**config.mk**
```make
export PLATFORM = sky130hd
export DESIGN_NAME = asr_unit
export DESIGN_NICKNAME = d
export VERILOG_FILES = /design/src/rtl/asr_pkg.sv /design/src/rtl/asr_tick_ctr.sv /design/src/rtl/asr_ctrl.sv /design/src/rtl/asr_dpath.sv /design/src/rtl/asr_unit.sv
export SDC_FILE = /design/constraint.sdc
export NUM_CORES = 1
export LEC_CHECK = 0
export BUFFER_PORTS_ARGS = -buffer_cell sky130_fd_sc_hd__clkbuf_2
export CAP_MARGIN = 20
export CELL_PAD_IN_SITES_DETAIL_PLACEMENT = 0
export CELL_PAD_IN_SITES_GLOBAL_PLACEMENT = 2
export CORE_MARGIN = 5
export CORE_UTILIZATION = 36
export CTS_CLUSTER_SIZE = 10
export DETAILED_ROUTE_END_ITERATION = 12
export MAX_ROUTING_LAYER = met4
export PLACE_DENSITY = 0.85
export SLEW_MARGIN = 10
export SYNTH_ARGS = -nofsm -noshare
export SYNTH_HDL_FRONTEND = slang
export SYNTH_HIERARCHICAL = 1
export SYNTH_SLANG_ARGS = --single-unit
```
**constraint.sdc**
```tcl
create_clock -name clk -period 3.4 [get_ports clk]
set_input_delay 0.34 -clock clk [delete_from_list [all_inputs] [get_ports clk]]
set_output_delay 0.34 -clock clk [all_outputs]
set_load 0.02 [all_outputs]
```
**src/rtl/asr_pkg.sv**
```systemverilog
package asr_pkg;

  typedef struct packed {
    logic       rdEn;
    logic       wrEn;
    logic [4:0] idx;
  } asrStrobe_t;

  localparam int FLT_W      = 4;
  localparam int FLT_ILLEGAL = 0;
  localparam int FLT_PRIV    = 1;
  localparam int FLT_FPDIS   = 2;
  localparam int FLT_SWRST   = 3;

  localparam logic [4:0] IX_Y       = 5'd0;
  localparam logic [4:0] IX_CCR     = 5'd2;
  localparam logic [4:0] IX_ASI     = 5'd3;
  localparam logic [4:0] IX_TICK    = 5'd4;
  localparam logic [4:0] IX_PC      = 5'd5;
  localparam logic [4:0] IX_FPRS    = 5'd6;
  localparam logic [4:0] IX_BAR     = 5'd15;
  localparam logic [4:0] IX_PCR     = 5'd16;
  localparam logic [4:0] IX_PIC     = 5'd17;
  localparam logic [4:0] IX_GSR     = 5'd19;
  localparam logic [4:0] IX_SISET   = 5'd20;
  localparam logic [4:0] IX_SICLR   = 5'd21;
  localparam logic [4:0] IX_SOFTINT = 5'd22;
  localparam logic [4:0] IX_TCMP    = 5'd23;
  localparam logic [4:0] IX_STICK   = 5'd24;
  localparam logic [4:0] IX_SCMP    = 5'd25;

  localparam int FPRS_W   = 3;
  localparam int FPRS_FEF = 2;

endpackage

```
**src/rtl/asr_tick_ctr.sv**
```systemverilog
module asr_tick_ctr #(
  parameter int   W       = 64,
  parameter logic NPT_RST = 1'b1
) (
  input  logic         clk,
  input  logic         rstN,
  input  logic         wrEn,
  input  logic [W-1:0] wrData,
  output logic [W-1:0] count
);

  always_ff @(posedge clk) begin
    if (!rstN)     count <= {NPT_RST, {(W-1){1'b0}}};
    else if (wrEn) count <= wrData;
    else           count <= {count[W-1], count[W-2:0] + 1'b1};
  end


  ctr_lock_hold_chk: assert property (@(posedge clk) disable iff (!rstN)
    !wrEn |=> count[W-1] == $past(count[W-1]));

  ctr_step_chk: assert property (@(posedge clk) disable iff (!rstN)
    !wrEn |=> count[W-2:0] == $past(count[W-2:0]) + 1'b1);

  ctr_write_wins_chk: assert property (@(posedge clk) disable iff (!rstN)
    wrEn |=> count == $past(wrData));

endmodule

```
**src/rtl/asr_ctrl.sv**
```systemverilog
module asr_ctrl
  import asr_pkg::*;
(
  input  logic             clk,
  input  logic             rstN,
  input  logic             accValid,
  input  logic             accWrite,
  input  logic [4:0]       accIdx,
  input  logic             immSel,
  input  logic             isPriv,
  input  logic             psFpEnable,
  input  logic             hsStickWrEn,
  input  logic             picLock,
  input  logic             tickLock,
  input  logic             stickLock,
  input  logic             fprsFef,
  output asrStrobe_t       strobe,
  output logic [FLT_W-1:0] faultQ,
  output logic             barrierQ,
  output logic             barrierFullQ,
  output logic             respQ
);

  logic [FLT_W-1:0] faultNext;
  logic             isBarrier;
  logic             needPriv;
  logic             fpOk;

  assign fpOk = fprsFef && psFpEnable;

  always_comb begin
    faultNext = '0;
    isBarrier = 1'b0;
    needPriv  = 1'b0;
    if (!accWrite) begin
      unique case (accIdx)
        IX_Y, IX_CCR, IX_ASI, IX_PC, IX_FPRS: ;
        IX_TICK:  needPriv  = tickLock;
        IX_STICK: needPriv  = stickLock;
        IX_PIC:   needPriv  = picLock;
        IX_PCR, IX_SOFTINT, IX_TCMP, IX_SCMP: needPriv = 1'b1;
        IX_BAR:   isBarrier = 1'b1;
        IX_GSR:   faultNext[FLT_FPDIS] = !fpOk;
        default:  faultNext[FLT_ILLEGAL] = 1'b1;
      endcase
    end else begin
      unique case (accIdx)
        IX_Y, IX_CCR, IX_ASI, IX_FPRS: ;
        IX_PIC:   needPriv = picLock;
        IX_PCR, IX_SISET, IX_SICLR, IX_SOFTINT, IX_TCMP, IX_SCMP: needPriv = 1'b1;
        IX_BAR:   faultNext[FLT_SWRST] = 1'b1;
        IX_GSR:   faultNext[FLT_FPDIS] = !fpOk;
        IX_STICK: faultNext[FLT_ILLEGAL] = !hsStickWrEn;
        default:  faultNext[FLT_ILLEGAL] = 1'b1;
      endcase
    end
    if (needPriv && !isPriv) faultNext[FLT_PRIV] = 1'b1;
  end

  always_comb begin
    strobe.idx  = accIdx;
    strobe.rdEn = accValid && !accWrite && !isBarrier && (faultNext == '0);
    strobe.wrEn = accValid && accWrite && (faultNext == '0);
  end

  always_ff @(posedge clk) begin
    if (!rstN) begin
      faultQ       <= '0;
      barrierQ     <= 1'b0;
      barrierFullQ <= 1'b0;
      respQ        <= 1'b0;
    end else begin
      faultQ       <= accValid ? faultNext : '0;
      barrierQ     <= accValid && isBarrier;
      barrierFullQ <= accValid && isBarrier && immSel;
      respQ        <= accValid;
    end
  end


  fault_onehot_chk: assert property (@(posedge clk) disable iff (!rstN)
    $onehot0(faultQ));

  swrst_fault_chk: assert property (@(posedge clk) disable iff (!rstN)
    accValid && accWrite && accIdx == IX_BAR |=> faultQ == 4'b1000);

  gsr_fpdis_chk: assert property (@(posedge clk) disable iff (!rstN)
    accValid && accIdx == IX_GSR && !(fprsFef && psFpEnable) |=> faultQ == 4'b0100);

  stick_wr_gate_chk: assert property (@(posedge clk) disable iff (!rstN)
    accValid && accWrite && accIdx == IX_STICK && !hsStickWrEn |=> faultQ == 4'b0001);

endmodule

```
**src/rtl/asr_dpath.sv**
```systemverilog
module asr_dpath
  import asr_pkg::*;
#(
  parameter int   DATA_W    = 64,
  parameter int   SOFTINT_W = 17,
  parameter logic NPT_RST   = 1'b1
) (
  input  logic              clk,
  input  logic              rstN,
  input  asrStrobe_t        strobe,
  input  logic              immSel,
  input  logic [DATA_W-1:0] srcA,
  input  logic [DATA_W-1:0] srcB,
  input  logic [12:0]       imm13,
  input  logic              psAddrMask,
  input  logic [DATA_W-1:0] pcIn,
  output logic [DATA_W-1:0] rdData,
  output logic              rdValid,
  output logic              picLock,
  output logic              tickLock,
  output logic              stickLock,
  output logic              fprsFef
);

  localparam int NUM_CTR = 2;
  localparam int CTR_TICK = 0;
  localparam int CTR_STICK = 1;

  logic [DATA_W-1:0]    opnd;
  logic [DATA_W-1:0]    yReg, pcrReg, picReg, gsrReg, tcmpReg, scmpReg;
  logic [7:0]           ccrReg, asiReg;
  logic [FPRS_W-1:0]    fprsReg;
  logic [SOFTINT_W-1:0] softReg;
  logic [DATA_W-1:0]    rdMux;
  logic [DATA_W-1:0]    ctrVal [NUM_CTR];
  logic                 ctrWr  [NUM_CTR];
  logic                 wrHit;

  assign opnd  = srcA ^ (immSel ? {{(DATA_W-13){imm13[12]}}, imm13} : srcB);
  assign wrHit = strobe.wrEn;

  assign ctrWr[CTR_TICK]  = 1'b0;
  assign ctrWr[CTR_STICK] = wrHit && strobe.idx == IX_STICK;

  for (genvar g = 0; g < NUM_CTR; g++) begin : g_ctr
    asr_tick_ctr #(.W(DATA_W), .NPT_RST(NPT_RST)) ctr_i (
      .clk   (clk),
      .rstN  (rstN),
      .wrEn  (ctrWr[g]),
      .wrData(opnd),
      .count (ctrVal[g])
    );
  end

  always_ff @(posedge clk) begin
    if (!rstN) begin
      yReg <= '0; pcrReg <= '0; picReg <= '0; gsrReg <= '0;
      tcmpReg <= '0; scmpReg <= '0; ccrReg <= '0; asiReg <= '0;
      fprsReg <= '0; softReg <= '0;
    end else if (wrHit) begin
      unique case (strobe.idx)
        IX_Y:       yReg    <= opnd;
        IX_CCR:     ccrReg  <= opnd[7:0];
        IX_ASI:     asiReg  <= opnd[7:0];
        IX_FPRS:    fprsReg <= opnd[FPRS_W-1:0];
        IX_PCR:     pcrReg  <= opnd;
        IX_PIC:     picReg  <= opnd;
        IX_GSR:     gsrReg  <= opnd;
        IX_SISET:   softReg <= softReg | opnd[SOFTINT_W-1:0];
        IX_SICLR:   softReg <= softReg & ~opnd[SOFTINT_W-1:0];
        IX_SOFTINT: softReg <= opnd[SOFTINT_W-1:0];
        IX_TCMP:    tcmpReg <= opnd;
        IX_SCMP:    scmpReg <= opnd;
        default: ;
      endcase
    end
  end

  always_comb begin
    rdMux = '0;
    unique case (strobe.idx)
      IX_Y:       rdMux = yReg;
      IX_CCR:     rdMux = {{(DATA_W-8){1'b0}}, ccrReg};
      IX_ASI:     rdMux = {{(DATA_W-8){1'b0}}, asiReg};
      IX_TICK:    rdMux = ctrVal[CTR_TICK];
      IX_PC:      rdMux = psAddrMask ? {{(DATA_W-32){1'b0}}, pcIn[31:0]} : pcIn;
      IX_FPRS:    rdMux = {{(DATA_W-FPRS_W){1'b0}}, fprsReg};
      IX_PCR:     rdMux = pcrReg;
      IX_PIC:     rdMux = picReg;
      IX_GSR:     rdMux = gsrReg;
      IX_SOFTINT: rdMux = {{(DATA_W-SOFTINT_W){1'b0}}, softReg};
      IX_TCMP:    rdMux = tcmpReg;
      IX_STICK:   rdMux = ctrVal[CTR_STICK];
      IX_SCMP:    rdMux = scmpReg;
      default: ;
    endcase
  end

  always_ff @(posedge clk) begin
    if (!rstN) begin
      rdData  <= '0;
      rdValid <= 1'b0;
    end else begin
      rdData  <= strobe.rdEn ? rdMux : '0;
      rdValid <= strobe.rdEn;
    end
  end

  assign picLock   = pcrReg[0];
  assign tickLock  = ctrVal[CTR_TICK][DATA_W-1];
  assign stickLock = ctrVal[CTR_STICK][DATA_W-1];
  assign fprsFef   = fprsReg[FPRS_FEF];


  softint_set_chk: assert property (@(posedge clk) disable iff (!rstN)
    strobe.wrEn && strobe.idx == IX_SISET |=>
      (softReg & $past(opnd[SOFTINT_W-1:0])) == $past(opnd[SOFTINT_W-1:0]));

  softint_clr_chk: assert property (@(posedge clk) disable iff (!rstN)
    strobe.wrEn && strobe.idx == IX_SICLR |=>
      (softReg & $past(opnd[SOFTINT_W-1:0])) == '0);

  pc_mask_chk: assert property (@(posedge clk) disable iff (!rstN)
    strobe.rdEn && strobe.idx == IX_PC && psAddrMask |=> rdData[DATA_W-1:32] == '0);

endmodule

```
**src/rtl/asr_unit.sv**
```systemverilog
module asr_unit
  import asr_pkg::*;
#(
  parameter int   DATA_W    = 64,
  parameter int   SOFTINT_W = 17,
  parameter logic NPT_RST   = 1'b1
) (
  input  logic              clk,
  input  logic              rstN,
  input  logic              accValid,
  input  logic              accWrite,
  input  logic [4:0]        accIdx,
  input  logic              immSel,
  input  logic [DATA_W-1:0] srcA,
  input  logic [DATA_W-1:0] srcB,
  input  logic [12:0]       imm13,
  input  logic              isPriv,
  input  logic              psAddrMask,
  input  logic              psFpEnable,
  input  logic              hsStickWrEn,
  input  logic [DATA_W-1:0] pcIn,
  output logic [DATA_W-1:0] rdData,
  output logic              rdValid,
  output logic              respValid,
  output logic [FLT_W-1:0]  fault,
  output logic              barrier,
  output logic              barrierFull
);

  asrStrobe_t strobe;
  logic picLock, tickLock, stickLock, fprsFef;

  asr_ctrl ctrl_i (
    .clk(clk), .rstN(rstN), .accValid(accValid), .accWrite(accWrite),
    .accIdx(accIdx), .immSel(immSel), .isPriv(isPriv),
    .psFpEnable(psFpEnable), .hsStickWrEn(hsStickWrEn),
    .picLock(picLock), .tickLock(tickLock), .stickLock(stickLock),
    .fprsFef(fprsFef), .strobe(strobe), .faultQ(fault),
    .barrierQ(barrier), .barrierFullQ(barrierFull), .respQ(respValid)
  );

  asr_dpath #(.DATA_W(DATA_W), .SOFTINT_W(SOFTINT_W), .NPT_RST(NPT_RST)) dpath_i (
    .clk(clk), .rstN(rstN), .strobe(strobe), .immSel(immSel),
    .srcA(srcA), .srcB(srcB), .imm13(imm13), .psAddrMask(psAddrMask),
    .pcIn(pcIn), .rdData(rdData), .rdValid(rdValid), .picLock(picLock),
    .tickLock(tickLock), .stickLock(stickLock), .fprsFef(fprsFef)
  );


  fault_no_data_chk: assert property (@(posedge clk) disable iff (!rstN)
    fault != '0 |-> !rdValid && rdData == '0);

  barrier_no_data_chk: assert property (@(posedge clk) disable iff (!rstN)
    barrier |-> !rdValid && fault == '0);

endmodule

```
==> results_dict.tcl, run 1 <==
set metrics [dict create \
    status "complete, no violations" \
    maxCapViolCount 0 \
    ff2ff_setup_slack_ns 0.67 \
    total_power_mw 16.4 \
    p_per_area_nw_per_um2 465 \
    clk_path_buf_depth 3 \
    ff2ff_path_depth 10 \
    stdcell_count 4938 \
    viasPerCell 5.48 \
    htreeDepth 3 \
    synth_top_flop_cell "dfxtp_1" \
    drt_wl_total_um 108000 \
    seq_area_um2 12400 \
    floorplan.initialDensity_pct 36.2 \
    finalWorstSetupSlack_ns 0.672 \
    timing.hold.ws_ns 0.0503 \
    synth-seq-cells 620 \
    dpl.cell_count 4829 \
    grt_max_degree 118 \
    finalSetupViolCount 0 \
    synth_compound_area_share_pct 20.5 \
    final_common_cell "dfxtp_1" \
    start_kind "register" \
    hp-start "isPriv" \
    cp_max_fo 42 \
    period_needed_ns 2.73 \
    netlist_instances 3626 \
    rsz0062_at_grt "false" \
    synth_seq_area_share_pct 41.1 \
    r2r-end "dpath_i/yReg[19]" \
    wl_per_cell_um 21.8 \
    avgSynthCellArea_um2 8.32 \
    min_path_cells 3 \
    synth_top_area_share_pct 41.1 \
    drc 0 \
    fmax_mhz 367 \
    yosys_warnings 6 \
    cp.arrival_ns 3.21 \
    mostFrequentLayoutCells "dfxtp_1, a21oi_1, nor2_1" \
    cts-buffers-inserted 75 \
    synthMuxAreaShare_pct 5.88 \
    num-fill-cells 8349 \
    ios 291 \
    clk_latency_ns 0.62 \
    antennaDiodeCount 0 \
    hold_violations 0 \
    clkTransAtPathRegs_ns 0.05 \
    root_buffer "clkbuf_16" \
    post_cts_resized 0 \
    hold-path-endpoint "ctrl_i/faultQ[1]" \
    globalplace.congestion 0.852 \
    r2r_start "dpath_i/pcrReg[0]" \
    dieArea_um2 89700 \
    dieHeight_um 300 \
    cts_tree "done" \
    io_buffers 290 \
    power.leakage_nw 13.2 \
    antenna_found_initial 0 \
    dpl_worst_slack_ns 0.327 \
    multi_input_comb_area_um2 16200 \
    grt_pass1_wl_um 164000 \
    synth-simple-area-share_pct 23.2 \
    synth_cell_types 87 \
    fin_skew_ns 0.0258 \
    critPathBufInv 3 \
    final_area_um2 35200 \
    core.rowCount 106 \
    post-cts-setup-buffers 0 \
    area_growth_pct 16.6 \
    path_delay_family "simple AND/OR/NAND/NOR gates" \
    worst_ep_required_time_ns 3.89 \
    grt_usage_pct 23.9 \
    hold_path_class "in2reg" \
    drv_slew 0 \
    syn_area_um2 30200 \
    crit_path_end_kind "register" \
    synth_xor_area_share_pct 3.77 \
    coreArea_um2 83400 \
    crit_path_cell_trace "inv_1 > a21oi_1 > o21ai_1 > a311oi_2 > nor4_2 > buf_4 > nand3_4 > buf_12 > a21oi_1 > nor2b_1" \
    ir_worst_vdd_uv 329 \
    critical_path_class "reg2reg" \
    crit_cells 10 \
    synth-edff-count 0 \
    drtPass1Iterations 7 \
    die_w_um 300 \
    grt_pass1_vias 26000 \
    synth_fa_ha_area_share_pct 0.0829 \
    post-route-period-util_pct 80.2 \
    drtIter0Drc 2387 \
    cts_sinks 620 \
    max_stage_delay_ns 0.47 \
    num_vias 27100 \
    crit_slowest_cell "nor4_2" \
    dpl_cell_area_um2 33000 \
    place_hpwl_um 73300 \
    antenna_left 0 \
    slew_headroom_pct 37.1 \
    synth.area.top_cells "dfxtp_1, nor2b_1, a21oi_1, nor2_1, mux2i_1" \
    max_slew.worst_pin.slew_ns 0.941 \
    crit_top_cell "a21oi_1" \
    synth_top_area_cell "dfxtp_1" \
    nets 4048 \
    synth_top_family_by_area "simple AND/OR/NAND/NOR gates" \
    drive_above_1_share_pct 14.6 \
    fin_tns_setup_ns 0 \
    grt_overflow_total 0 \
    post-route-util_pct 42.2 \
    synthArstFlopShare_pct 0 \
]
sequential cells by signal, indices dropped and copies added, names as in the netlist, 4 cells and up:
name and count:
dpath_i/rdData 64, dpath_i/scmpReg 64, dpath_i/asiReg 8, dpath_i/g_ctr.ctr_i/count 128
dpath_i/ccrReg 8, dpath_i/gsrReg 64, dpath_i/yReg 64, dpath_i/softReg 17
dpath_i/tcmpReg 64, dpath_i/pcrReg 64, dpath_i/picReg 64, ctrl_i/faultQ 4
final cells by class:
type | instances | share of cell area [%]
sequential | 620 | 35.3
timing repair buffer | 414 | 7.64
clock inverter | 3 | 0.132
tap | 1080 | 3.84
inverter | 87 | 0.932
clock buffer | 105 | 6.04
multi-input combinational | 2629 | 46.1
worst register-to-register path, delay by kind of cell (launching register included):
| family | cells | cell delay, ns |
|---|---|---|
| flops | 1 | 0.37 |
| simple gates | 3 | 0.90 |
| compound gates | 4 | 0.62 |
| buf+inv | 3 | 0.72 |
synth_stat cells, drive strengths merged, types with 20 or more instances:
| cell type | instances |
|---|---|
| o2bb2ai | 20 |
| dfxtp | 620 |
| xor2 | 99 |
| a221oi | 55 |
| nor2b | 409 |
| nor2 | 478 |
| a21oi | 493 |
| nand2 | 105 |
| a211oi | 24 |
| and4 | 27 |
| or4 | 22 |
| and3 | 22 |
| o22ai | 43 |
| clkbuf | 210 |
| nand4 | 43 |
| nor4 | 26 |
| inv | 85 |
| a222oi | 30 |
| xnor2 | 31 |
| o21ai | 103 |
| buf | 84 |
| a31oi | 67 |
| nor3 | 48 |
| mux2i | 165 |
| a22oi | 71 |
| nand3 | 61 |
per-layer routing:
metal / up-vias / share of wire, % / GRT usage, %
met4: 0 / 2.0 / 5.71
li1: 13200 / - / -
met2: 796 / 46 / 37.7
met5: - / 0 / -
met3: 110 / 5.8 / 3.26
met1: 13000 / 46 / 32.6
worst max path at each step:
stage | endpoint | start | slack [ns]
floorplan | dpath_i/g_ctr[1].ctr_i/count[12] | accIdx[4] | 0.63
finish | dpath_i/yReg[19] | dpath_i/pcrReg[0] | 0.67
global placement | dpath_i/rdData[26] | accIdx[1] | 0.33
global route | dpath_i/yReg[56] | dpath_i/pcrReg[0] | 0.49
detailed placement | dpath_i/yReg[50] | accIdx[1] | 0.33
CTS | dpath_i/yReg[50] | dpath_i/pcrReg[0] | 0.72
kinds of logic (layout without fill, tap and decap cells):
group | count (synthesis) | after routing
AO/OA/AOI/OAI | 999 | 999
XOR/XNOR | 130 | 130
adder cells (fa/ha/maj) | 2 | 2
buffers and inverters | 381 | 609
flip-flops | 620 | 620
multiplexers | 176 | 176
other | 1 | 5
AND/OR/NAND/NOR | 1317 | 1317
repair_timing:
item | CTS | global route
hold buffers | 1 | 0
hold endpoints to repair | 1 | 0
endpoints found under the setup margin | 0 | 0
power by group:
part / leakage (nW) / total (mW) / switching (mW) / internal [mW]
clock network: 1.05 / 7.42 / 3.07 / 4.36
logic: 7.17 / 1.44 / 0.945 / 0.499
registers: 5.01 / 7.49 / 0.134 / 7.35
total: 13.2 / 16.4 / 4.14 / 12.2
Note: power is estimated with default switching activity, not from simulation.
==> run 2: changes to the inputs <==
--- a/config.mk
+++ b/config.mk
@@ -10,11 +10,11 @@
 export CELL_PAD_IN_SITES_DETAIL_PLACEMENT = 0
 export CELL_PAD_IN_SITES_GLOBAL_PLACEMENT = 2
 export CORE_MARGIN = 5
-export CORE_UTILIZATION = 36
+export CORE_UTILIZATION = 33
 export CTS_CLUSTER_SIZE = 10
 export DETAILED_ROUTE_END_ITERATION = 12
 export MAX_ROUTING_LAYER = met4
-export PLACE_DENSITY = 0.85
+export PLACE_DENSITY = 0.82
 export SLEW_MARGIN = 10
 export SYNTH_ARGS = -nofsm -noshare
 export SYNTH_HDL_FRONTEND = slang
==> constraint.sdc (replaced) <==
create_clock -name clk -period 2.5 [get_ports clk]
set_input_delay 0.25 -clock clk [delete_from_list [all_inputs] [get_ports clk]]
set_output_delay 0.25 -clock clk [all_outputs]
set_load 0.02 [all_outputs]
==> run 2 against run 1 <==
Clock skew about the same. Largest power group unchanged. Power up 38%. Sequential share of layout area down 2.3 points. Flip-flop and latch count unchanged. Fmax up 14%. Via count up 4.7%. Die area up 8.8%. Non-clock buffer count up 230. Critical path type unchanged. Routed wire length up 7.4%. Highest routed layer unchanged. Largest cell class unchanged. Core utilization down 0.88 points. Clock power up 36%.
==> results_dict.tcl, run 2 (synthesis gave the netlist of run 1 again) <==
set metrics [dict create \
    cp_max_fo 26 \
    post-route-util_pct 41.3 \
    drv_slew 0 \
    dpl_cell_area_um2 34900 \
    wl_per_cell_um 21.9 \
    rsz0062_at_grt "false" \
    drtPass1Iterations 6 \
    clkTransAtPathRegs_ns 0.06 \
    maxCapViolCount 0 \
    period_needed_ns 2.39 \
    place_hpwl_um 78400 \
    max_stage_delay_ns 0.38 \
    floorplan.initialDensity_pct 33.1 \
    final_area_um2 37700 \
    fmax_mhz 418 \
    drt_wl_total_um 116000 \
    max_slew.worst_pin.slew_ns 0.727 \
    ir_worst_vdd_uv 446 \
    final_common_cell "dfxtp_1" \
    globalplace.congestion 0.849 \
    post-route-period-util_pct 95.6 \
    crit_path_end_kind "register" \
    viasPerCell 5.37 \
    num-fill-cells 9173 \
    crit_slowest_cell "dfxtp_4" \
    grt_pass1_wl_um 170000 \
    hold_violations 0 \
    slew_headroom_pct 51.5 \
    cts_sinks 620 \
    swShare_pct 25.8 \
    root_buffer "clkbuf_16" \
    p_clk_share_pct 44.8 \
    die_w_um 312 \
    p_per_area_nw_per_um2 600 \
    p_sw_mw 5.83 \
    drc 0 \
    total_power_mw 22.6 \
    fin_skew_ns 0.0256 \
    seqPwrFrac_pct 44.8 \
    coreArea_um2 91200 \
    cp.arrival_ns 2.89 \
    num_vias 28300 \
    ios 291 \
    clk_path_buf_depth 3 \
    grt_overflow_total 0 \
    antenna_found_initial 2 \
    mostFrequentLayoutCells "dfxtp_1, a21oi_1, nor2_1" \
    antenna_left 0 \
    area_growth_pct 24.9 \
    drtIter0Drc 2554 \
    hold_path_class "in2reg" \
    pwr-share-comb_pct 10.4 \
    grt_usage_pct 22.7 \
    p_int_mw 16.8 \
    dpl_worst_slack_ns -0.191 \
    htreeDepth 3 \
    nets 4279 \
    io_buffers 290 \
    critical_path_class "reg2reg" \
    grt_max_degree 96 \
    power.leakage_nw 14.6 \
    drive_above_1_share_pct 19.0 \
    critPathBufInv 4 \
    dieArea_um2 97600 \
    largest_reg_flops 128 \
    cts-buffers-inserted 76 \
    start_kind "register" \
    worst_ep_required_time_ns 3.00 \
    path_delay_family "buffers and inverters" \
    clk_latency_ns 0.62 \
    timing.hold.ws_ns 0.0210 \
    grt_pass1_vias 26500 \
    status "complete, no violations" \
    crit_path_cell_trace "a21oi_1 > o211a_1 > a311oi_2 > nor4_2 > buf_4 > buf_12 > nand4_1 > buf_4 > clkbuf_16 > nor2_1 > a21oi_1 > nor2b_1" \
    dieHeight_um 312 \
    largest_register "dpath_i/g_ctr.ctr_i/count" \
    cts_tree "done" \
    core.rowCount 111 \
    antennaDiodeCount 0 \
    finalSetupViolCount 0 \
    finalWorstSetupSlack_ns 0.110 \
]
-- run 2: path summary, 6_finish.rpt --
check | to | slack (ns) | cells past startpoint | start
hold reg to reg | dpath_i/softReg[1] | 0.47 | 2 | dpath_i/softReg[1]
setup / recovery | dpath_i/picReg[44] | 0.11 | 12 | dpath_i/pcrReg[0]
setup reg to reg | dpath_i/picReg[44] | 0.11 | 12 | dpath_i/pcrReg[0]
hold / removal | dpath_i/rdData[46] | 0.02 | 3 | pcIn[46]
-- run 2: power by group through the flow --
stage	Combinational [mW]	Sequential [mW]	Clock, mW
2_1_floorplan	1.13	10.3	0
3_3_place_gp	2.26	10.3	0
3_5_place_dp	2.26	10.3	0
4_1_cts	2.31	10.1	10.4
5_1_grt	2.50	10.1	10.8
6_report	2.34	10.1	10.1
-- run 2: final cells by class --
type                    count  area, um2  share of cell area, %
clock buffers             102       2130                   5.65
clock inverters             6       40.0                  0.106
inverters                  87        332                  0.880
multi-input cells        2629      16300                   43.1
repair buffers            644       5030                   13.3
well taps                1186       1480                   3.94
flip-flops and latches    620      12400                   32.9
-- run 2: repair_timing --
item | 4_1_cts | 5_1_grt
endpoints found under the setup margin | 3 | 360
pin swaps | 0 | 3
setup buffers | 2 | 4
gates cloned | 1 | 6
hold buffers | 30 | 0
endpoints found under the hold margin | 33 | 0
resized for setup | 1 | 17
-- run 2: stage by stage --
step           setup TNS, ns  std cells
5_1_grt                    0       5274
4_1_cts                    0       5264
6_report                   0       5274
3_5_place_dp          -20.48       5123
3_3_place_gp           -4.57       5123
2_1_floorplan              0       3630
-- run 2: metal layers --
| layer | global-route usage [%] | share of wire [%] |
|---|---|---|
| met4 | 5.15 | 1.9 |
| met1 | 31.6 | 47 |
| met5 | - | 0 |
| met3 | 2.50 | 5.4 |
| met2 | 35.7 | 46 |
-- run 2: tightest hold or removal path, stage by stage --
cell      delay (ns)
clkbuf_2        0.09
a22oi_1         0.06
a31oi_1         0.18
